## src/rtl/ciu_pkg.sv

```systemverilog
package ciu_pkg;

    typedef enum logic [1:0] {
        FN_SUM3   = 2'd0,
        FN_XOR3   = 2'd1,
        FN_MULADD = 2'd2,
        FN_CHAIN  = 2'd3
    } fsel_e;

    typedef enum logic [1:0] {
        ST_IDLE = 2'd0,
        ST_EXEC = 2'd1,
        ST_MISS = 2'd2
    } state_e;

endpackage

```

## src/rtl/ciu_row_table.sv

```systemverilog
module ciu_row_table
    import ciu_pkg::*;
#(
    parameter int NROWS = 4,
    parameter int TAGW  = 4,
    parameter int IDXW  = 2
) (
    input  logic             clk,
    input  logic             rst_n,
    input  logic             ld_valid,
    input  logic [IDXW-1:0]  ld_row,
    input  logic [TAGW-1:0]  ld_tag,
    input  fsel_e            ld_fsel,
    input  logic [TAGW-1:0]  look_tag,
    output logic             hit,
    output logic [IDXW-1:0]  hit_idx,
    output fsel_e            row_fsel [NROWS]
);

    logic [NROWS-1:0] row_vld;
    logic [TAGW-1:0]  row_tag [NROWS];
    logic [NROWS-1:0] match;

    for (genvar g = 0; g < NROWS; g++) begin : g_row
        always_ff @(posedge clk) begin
            if (!rst_n) begin
                row_vld[g]  <= 1'b0;
                row_tag[g]  <= '0;
                row_fsel[g] <= FN_SUM3;
            end else if (ld_valid && (ld_row == IDXW'(g))) begin
                row_vld[g]  <= 1'b1;
                row_tag[g]  <= ld_tag;
                row_fsel[g] <= ld_fsel;
            end
        end

        assign match[g] = row_vld[g] && (row_tag[g] == look_tag);
    end

    // Lowest-numbered matching row wins: scan downward so the last write is the lowest index.
    always_comb begin
        hit     = |match;
        hit_idx = '0;
        for (int i = NROWS - 1; i >= 0; i--) begin
            if (match[i]) hit_idx = IDXW'(i);
        end
    end

endmodule

```

## src/rtl/ciu_row_unit.sv

```systemverilog
module ciu_row_unit
    import ciu_pkg::*;
#(
    parameter int W = 16
) (
    input  fsel_e        fsel,
    input  logic [W-1:0] a,
    input  logic [W-1:0] b,
    input  logic [W-1:0] c,
    input  logic [W-1:0] chain_in,
    output logic [W-1:0] result
);

    always_comb begin
        unique case (fsel)
            FN_SUM3:   result = a + b + c;
            FN_XOR3:   result = a ^ b ^ c;
            FN_MULADD: result = (a * b) + c;
            FN_CHAIN:  result = chain_in + a;
            default:   result = '0;
        endcase
    end

endmodule

```

## src/rtl/ciu_lat_counter.sv

```systemverilog
module ciu_lat_counter #(
    parameter int CW = 3
) (
    input  logic          clk,
    input  logic          rst_n,
    input  logic          load,
    input  logic [CW-1:0] load_val,
    output logic [CW-1:0] cnt,
    output logic          zero
);

    always_ff @(posedge clk) begin
        if (!rst_n) begin
            cnt <= '0;
        end else if (load) begin
            cnt <= load_val;
        end else if (cnt != '0) begin
            cnt <= cnt - 1'b1;
        end
    end

    assign zero = (cnt == '0);

endmodule

```

## src/rtl/ciu_dispatch.sv

```systemverilog
module ciu_dispatch
    import ciu_pkg::*;
#(
    parameter int NROWS    = 4,
    parameter int W        = 16,
    parameter int TAGW     = 4,
    parameter int LAT_BASE = 2,
    parameter int LAT_STEP = 1
) (
    input  logic                                clk,
    input  logic                                rst_n,
    input  logic                                issue_valid,
    input  logic [TAGW-1:0]                     issue_tag,
    input  logic [W-1:0]                        opnd_a,
    input  logic [W-1:0]                        opnd_b,
    input  logic [W-1:0]                        opnd_c,
    input  logic                                ld_valid,
    input  logic [((NROWS > 1) ? $clog2(NROWS) : 1)-1:0] ld_row,
    input  logic [TAGW-1:0]                     ld_tag,
    input  logic [1:0]                          ld_fsel,
    output logic                                stall,
    output logic                                miss,
    output logic                                wb_valid,
    output logic [W-1:0]                        wb_data
);

    localparam int IDXW   = (NROWS > 1) ? $clog2(NROWS) : 1;
    localparam int MAXLAT = LAT_BASE + (NROWS - 1) * LAT_STEP;
    localparam int CW     = $clog2(MAXLAT + 1);

    state_e            state_q, state_d;
    logic [TAGW-1:0]   pend_tag_q, pend_tag_d;
    logic [IDXW-1:0]   sel_row_q, sel_row_d;
    logic              cnt_load;
    logic [CW-1:0]     cnt_load_val;
    logic [CW-1:0]     cnt_q;
    logic              cnt_zero;
    logic              hit;
    logic [IDXW-1:0]   hit_idx;
    fsel_e             row_fsel [NROWS];
    logic [W-1:0]      row_res  [NROWS];

    ciu_row_table #(.NROWS(NROWS), .TAGW(TAGW), .IDXW(IDXW)) u_table (
        .clk      (clk),
        .rst_n    (rst_n),
        .ld_valid (ld_valid),
        .ld_row   (ld_row),
        .ld_tag   (ld_tag),
        .ld_fsel  (fsel_e'(ld_fsel)),
        .look_tag (issue_tag),
        .hit      (hit),
        .hit_idx  (hit_idx),
        .row_fsel (row_fsel)
    );

    for (genvar g = 0; g < NROWS; g++) begin : g_unit
        logic [W-1:0] chain_in;
        if (g == 0) begin : g_base
            assign chain_in = '0;
        end else begin : g_link
            assign chain_in = row_res[g-1];
        end
        ciu_row_unit #(.W(W)) u_unit (
            .fsel     (row_fsel[g]),
            .a        (opnd_a),
            .b        (opnd_b),
            .c        (opnd_c),
            .chain_in (chain_in),
            .result   (row_res[g])
        );
    end

    ciu_lat_counter #(.CW(CW)) u_cnt (
        .clk      (clk),
        .rst_n    (rst_n),
        .load     (cnt_load),
        .load_val (cnt_load_val),
        .cnt      (cnt_q),
        .zero     (cnt_zero)
    );

    // State register
    always_ff @(posedge clk) begin
        if (!rst_n) begin
            state_q    <= ST_IDLE;
            pend_tag_q <= '0;
            sel_row_q  <= '0;
        end else begin
            state_q    <= state_d;
            pend_tag_q <= pend_tag_d;
            sel_row_q  <= sel_row_d;
        end
    end

    // Next state: HIT_ACCEPT, MISS_ENTER, LOAD_RESOLVE, RESULT_DONE
    always_comb begin
        state_d      = state_q;
        pend_tag_d   = pend_tag_q;
        sel_row_d    = sel_row_q;
        cnt_load     = 1'b0;
        cnt_load_val = '0;
        unique case (state_q)
            ST_IDLE: begin
                if (issue_valid) begin
                    if (hit) begin
                        state_d      = ST_EXEC;
                        sel_row_d    = hit_idx;
                        cnt_load     = 1'b1;
                        cnt_load_val = CW'(LAT_BASE - 1 + int'(hit_idx) * LAT_STEP);
                    end else begin
                        state_d    = ST_MISS;
                        pend_tag_d = issue_tag;
                    end
                end
            end
            ST_EXEC: begin
                if (cnt_zero) state_d = ST_IDLE;
            end
            ST_MISS: begin
                if (ld_valid && (ld_tag == pend_tag_q)) begin
                    state_d      = ST_EXEC;
                    sel_row_d    = ld_row;
                    cnt_load     = 1'b1;
                    cnt_load_val = CW'(LAT_BASE - 1 + int'(ld_row) * LAT_STEP);
                end
            end
            default: state_d = ST_IDLE;
        endcase
    end

    // Outputs
    always_comb begin
        stall    = 1'b0;
        miss     = 1'b0;
        wb_valid = 1'b0;
        wb_data  = '0;
        unique case (state_q)
            ST_IDLE: stall = issue_valid;
            ST_EXEC: begin
                if (cnt_zero) begin
                    wb_valid = 1'b1;
                    wb_data  = row_res[sel_row_q];
                end else begin
                    stall = 1'b1;
                end
            end
            ST_MISS: begin
                stall = 1'b1;
                miss  = 1'b1;
            end
            default: stall = 1'b0;
        endcase
    end

endmodule

```

## config.mk

```make
export PLATFORM = sky130hd
export DESIGN_NAME = ciu_dispatch
export DESIGN_NICKNAME = d
export VERILOG_FILES = /design/src/rtl/ciu_pkg.sv /design/src/rtl/ciu_row_table.sv /design/src/rtl/ciu_row_unit.sv /design/src/rtl/ciu_lat_counter.sv /design/src/rtl/ciu_dispatch.sv
export SDC_FILE = /design/constraint.sdc
export NUM_CORES = 1
export LEC_CHECK = 0
export BUFFER_PORTS_ARGS = -buffer_cell sky130_fd_sc_hd__buf_2
export CAP_MARGIN = 20
export CORE_MARGIN = 2
export CORE_UTILIZATION = 54
export CTS_BUF_LIST = sky130_fd_sc_hd__clkbuf_2
export CTS_CLUSTER_SIZE = 12
export DETAILED_ROUTE_END_ITERATION = 10
export PLACE_DENSITY = 0.73
export SLEW_MARGIN = 20
export SYNTH_ARGS = -nofsm -noshare
export SYNTH_HDL_FRONTEND = slang
export SYNTH_SLANG_ARGS = --single-unit
```

## constraint.sdc

```tcl
create_clock -name clk -period 22.8 [get_ports clk]
set_input_delay 2.28 -clock clk [delete_from_list [all_inputs] [get_ports clk]]
set_output_delay 2.28 -clock clk [all_outputs]
set_load 0.01 [all_outputs]
```

==> run metrics <==
class of the worst hold path reg2reg; Synth Area in Compound Gates 13.6%; Period Utilization, post-route 63.2%; clock network power share 2.7%; top achievable clock speed 69.4 MHz; CP Capture Type output port; clock root buffer sky130_fd_sc_hd__clkbuf_2; total clock buffers created by CTS 5; register area share after synthesis 8.26%; Synth Area per Inst 8.52 µm²; clock edge transition at the registers on the reported setup and hold paths 190 ps; CTS hold repair buffers 0; portion of netlist area occupied by mux cells 11.6%; power density of the placed cells 122 mW/mm²; vias in the first global route 9947; Syn Nets 1639; library cell contributing the largest single delay on the critical path sky130_fd_sc_hd__nor4_1; adder-cell share of the synthesized area 33.7%; placeable core area 0.0209 mm²; most instantiated flip-flop cell in the synthesis netlist sky130_fd_sc_hd__dfxtp_1; worst voltage drop across the vdd grid 0.000101 V; post-cts gate resize count 0; die extent in x 149 µm; dominant combinational cell family by area after synthesis adder cells; number of vias after detailed routing 9840; number of distinct library cells after synthesis 62; biggest fanout along the worst timing path 18; cell row count 53; switching power share of the total 54.7%; leakage dissipation 0.00569 µW; number of remaining DRC errors 0; number of setup violations in the final report 0; commonest non-fill, non-tap cell in the layout sky130_fd_sc_hd__inv_1; share of layout cells above drive strength 1 11.0%; Min Hold Slack 480 ps; R2R setup slack 20120 ps; count of antenna-violating nets left after detailed routing 0; die area 0.0223 mm²; critical path required time 20520 ps; Area Overhead vs Synth 5.61%; P_sw 803 µW; final hold violations 0; Placer Congestion 0.944; pins over their slew limit 0; Max Cap Viol 0; instance count after placement with tap cells included 1642; final antenna diode count 0; via-per-instance ratio 5.96; clock network latency to the later pin of the worst-skew pair 380 ps; number of H-tree levels 2; start-to-end type of the worst setup path in2out; Post-Synth XOR/XNOR Area 8.50%; worst path arrival time 12130 ps; half-perimeter wire length of the detailed placement result 25.7 mm; Layout Skew 8.87 ps; final-layout setup total negative slack 0 ps; sequential share of power 5.7%; sum of internal, switching and leakage power 1470 µW; Int Pwr 664 µW; aggregate routed wire length 32.0 mm; total of buffers placed on input and output ports 82; share of total power in combinational logic 91.6%; clock tree from TritonCTS yes; largest stage delay on the critical path 530 ps; number of flops mapped to enable cells by yosys 16; utilization after layout 57.6%; Die Y-Extent 149 µm; routed length per instance 19.4 µm; wire length of the first global-routing pass 51.7 mm; async set-reset flop share out of synthesis 0%; gate count after technology mapping 1336; Worst Setup Start Kind primary input; drt pass-1 iters 5; antenna violations before repair 0; setup fix buffers added after clock tree synthesis 0; slew at the pin with the worst max-slew slack 965 ps; relative slew slack 35.6%; final net count 1677; count of routing violations after the opening detailed-route iteration 899; Global Route Usage Sum 29.7%; simple-gate area share of the yosys netlist 15.3%; RSZ-0062 raised after global routing no; commonest cells after routing, fill and taps aside 205 x sky130_fd_sc_hd__inv_1, 141 x sky130_fd_sc_hd__nand2_1, 126 x sky130_fd_sc_hd__ha_1; initial core utilization 54.5%; maximum number of pins on one net before global-route repair 27; final period demand of the worst path 14410 ps; GRT Residual Overflow 0; Synth Warn # 0; synthesized flop and latch total 39; final std cells w/o fill 1650; status finished clean; Cell Area, Synth 0.0114 mm²; clock tree buffer depth 2; sink count of the clock tree 39; Boundary Pins 83
[per-stage QoR]
step / worst slack [ps] / cell area [µm²]
after floorplan: 9620 / 11400
after global placement: 8640 / 12000
after detailed placement: 8550 / 12000
after CTS: 8520 / 12000
after global routing: 7900 / 12000
final: 8390 / 12000
[power groups by stage]
| stage | Combinational (µW) | Sequential (µW) | Clock, µW |
|---|---|---|---|
| after global routing | 1490 | 84.2 | 43.8 |
| final | 1340 | 83.4 | 40.0 |
| after detailed placement | 1310 | 85.0 | 0 |
| after CTS | 1320 | 83.4 | 41.2 |
| after floorplan | 1010 | 83.0 | 0 |
| after global placement | 1280 | 84.8 | 0 |
[cell families (layout without fill, tap and decap cells)]
| family | Yosys count | in the layout |
|---|---|---|
| simple gates | 365 | 365 |
| buf+inv | 268 | 307 |
| compound gates | 242 | 242 |
| fa+ha+maj | 239 | 239 |
| xor+xnor | 109 | 109 |
| mux | 74 | 74 |
| flops | 39 | 39 |
[synthesized netlist by cell type (3+ instances only)]
cell type                   number  share of area (%)
sky130_fd_sc_hd__o22ai_1         3               0.16
sky130_fd_sc_hd__nor4_1          7               0.38
sky130_fd_sc_hd__o21bai_1        8               0.53
sky130_fd_sc_hd__xor2_1         44                3.4
sky130_fd_sc_hd__a22oi_1         4               0.26
sky130_fd_sc_hd__a31oi_1         6               0.33
sky130_fd_sc_hd__xnor2_1        64                4.9
sky130_fd_sc_hd__or3_1           8               0.44
sky130_fd_sc_hd__nor2b_1        16               0.88
sky130_fd_sc_hd__o21ai_0        48                2.1
sky130_fd_sc_hd__a21o_1         22                1.5
sky130_fd_sc_hd__buf_2           8               0.35
sky130_fd_sc_hd__edfxtp_1       16                4.2
sky130_fd_sc_hd__a211oi_1       25                1.6
sky130_fd_sc_hd__and3_1          8               0.44
sky130_fd_sc_hd__nand2b_1       13               0.71
sky130_fd_sc_hd__nand3_1         7               0.31
sky130_fd_sc_hd__ha_1          126                 14
sky130_fd_sc_hd__a22o_1          6               0.46
sky130_fd_sc_hd__nand2_1       141                4.6
sky130_fd_sc_hd__o211ai_1        6               0.40
sky130_fd_sc_hd__buf_1           3              0.099
sky130_fd_sc_hd__o21a_1          9               0.59
sky130_fd_sc_hd__fa_1          113                 20
sky130_fd_sc_hd__mux2i_1        27                2.4
sky130_fd_sc_hd__o31ai_1         7               0.46
sky130_fd_sc_hd__inv_1         205                6.8
sky130_fd_sc_hd__nor2_1         71                2.3
sky130_fd_sc_hd__a21boi_0        3               0.20
sky130_fd_sc_hd__o31a_1          4               0.31
sky130_fd_sc_hd__o2111ai_1       3               0.23
sky130_fd_sc_hd__dfxtp_1        23                4.0
sky130_fd_sc_hd__nor3_1         11               0.48
sky130_fd_sc_hd__a21oi_1        71                3.1
sky130_fd_sc_hd__and2_1         74                4.1
sky130_fd_sc_hd__mux4_2         46                9.1
sky130_fd_sc_hd__clkbuf_1       47                1.5
[worst max-delay path: cells and delay by family]
| family | cells | cell delay [ps] |
|---|---|---|
| compound gates | 9 | 1680 |
| xor+xnor | 3 | 580 |
| fa+ha+maj | 10 | 3940 |
| buf+inv | 6 | 940 |
| mux | 3 | 1480 |
| simple gates | 6 | 1180 |
[final timing paths]
| check | start | endpoint | cells after the start |
|---|---|---|---|
| min | u_table.row_vld[3]$_SDFFE_PN0P_ | u_table.row_vld[3]$_SDFFE_PN0P_ | 1 |
| min reg2reg | u_table.row_vld[3]$_SDFFE_PN0P_ | u_table.row_vld[3]$_SDFFE_PN0P_ | 1 |
| max | opnd_a[1] | wb_data[13] | 37 |
| max reg2reg | u_table.row_tag[0][3]$_SDFFCE_PN0P_ | u_cnt.cnt[1]$_SDFFE_PN0P_ | 10 |
[layout make-up]
type	instances	area [µm²]
clock inverter	3	38.8
tap	275	344
fill	1933	8860
sequential	39	941
clock buffer	5	25.0
multi-input combinational	1029	9420
inverter	208	781
timing repair buffer	91	478
[sequential cells by signal (all words and copies together), names as in the netlist]
| name | cells |
|---|---|
| u_table.row_vld | 4 |
| u_table.row_tag | 16 |
| u_table.row_fsel | 8 |
| sel_row_q | 2 |
| u_cnt.cnt | 3 |
| state_q | 2 |
| pend_tag_q | 4 |
[routing by layer]
| layer | wire length (µm) | track usage [%] | vias up |
|---|---|---|---|
| li1 | - | - | 4547 |
| met1 | 12900 | 39.4 | 4718 |
| met2 | 15000 | 50.1 | 489 |
| met3 | 2920 | 4.28 | 86 |
| met4 | 1110 | 9.76 | 0 |
| met5 | 0 | 0 | - |
Note: power is estimated with default switching activity, not from simulation.
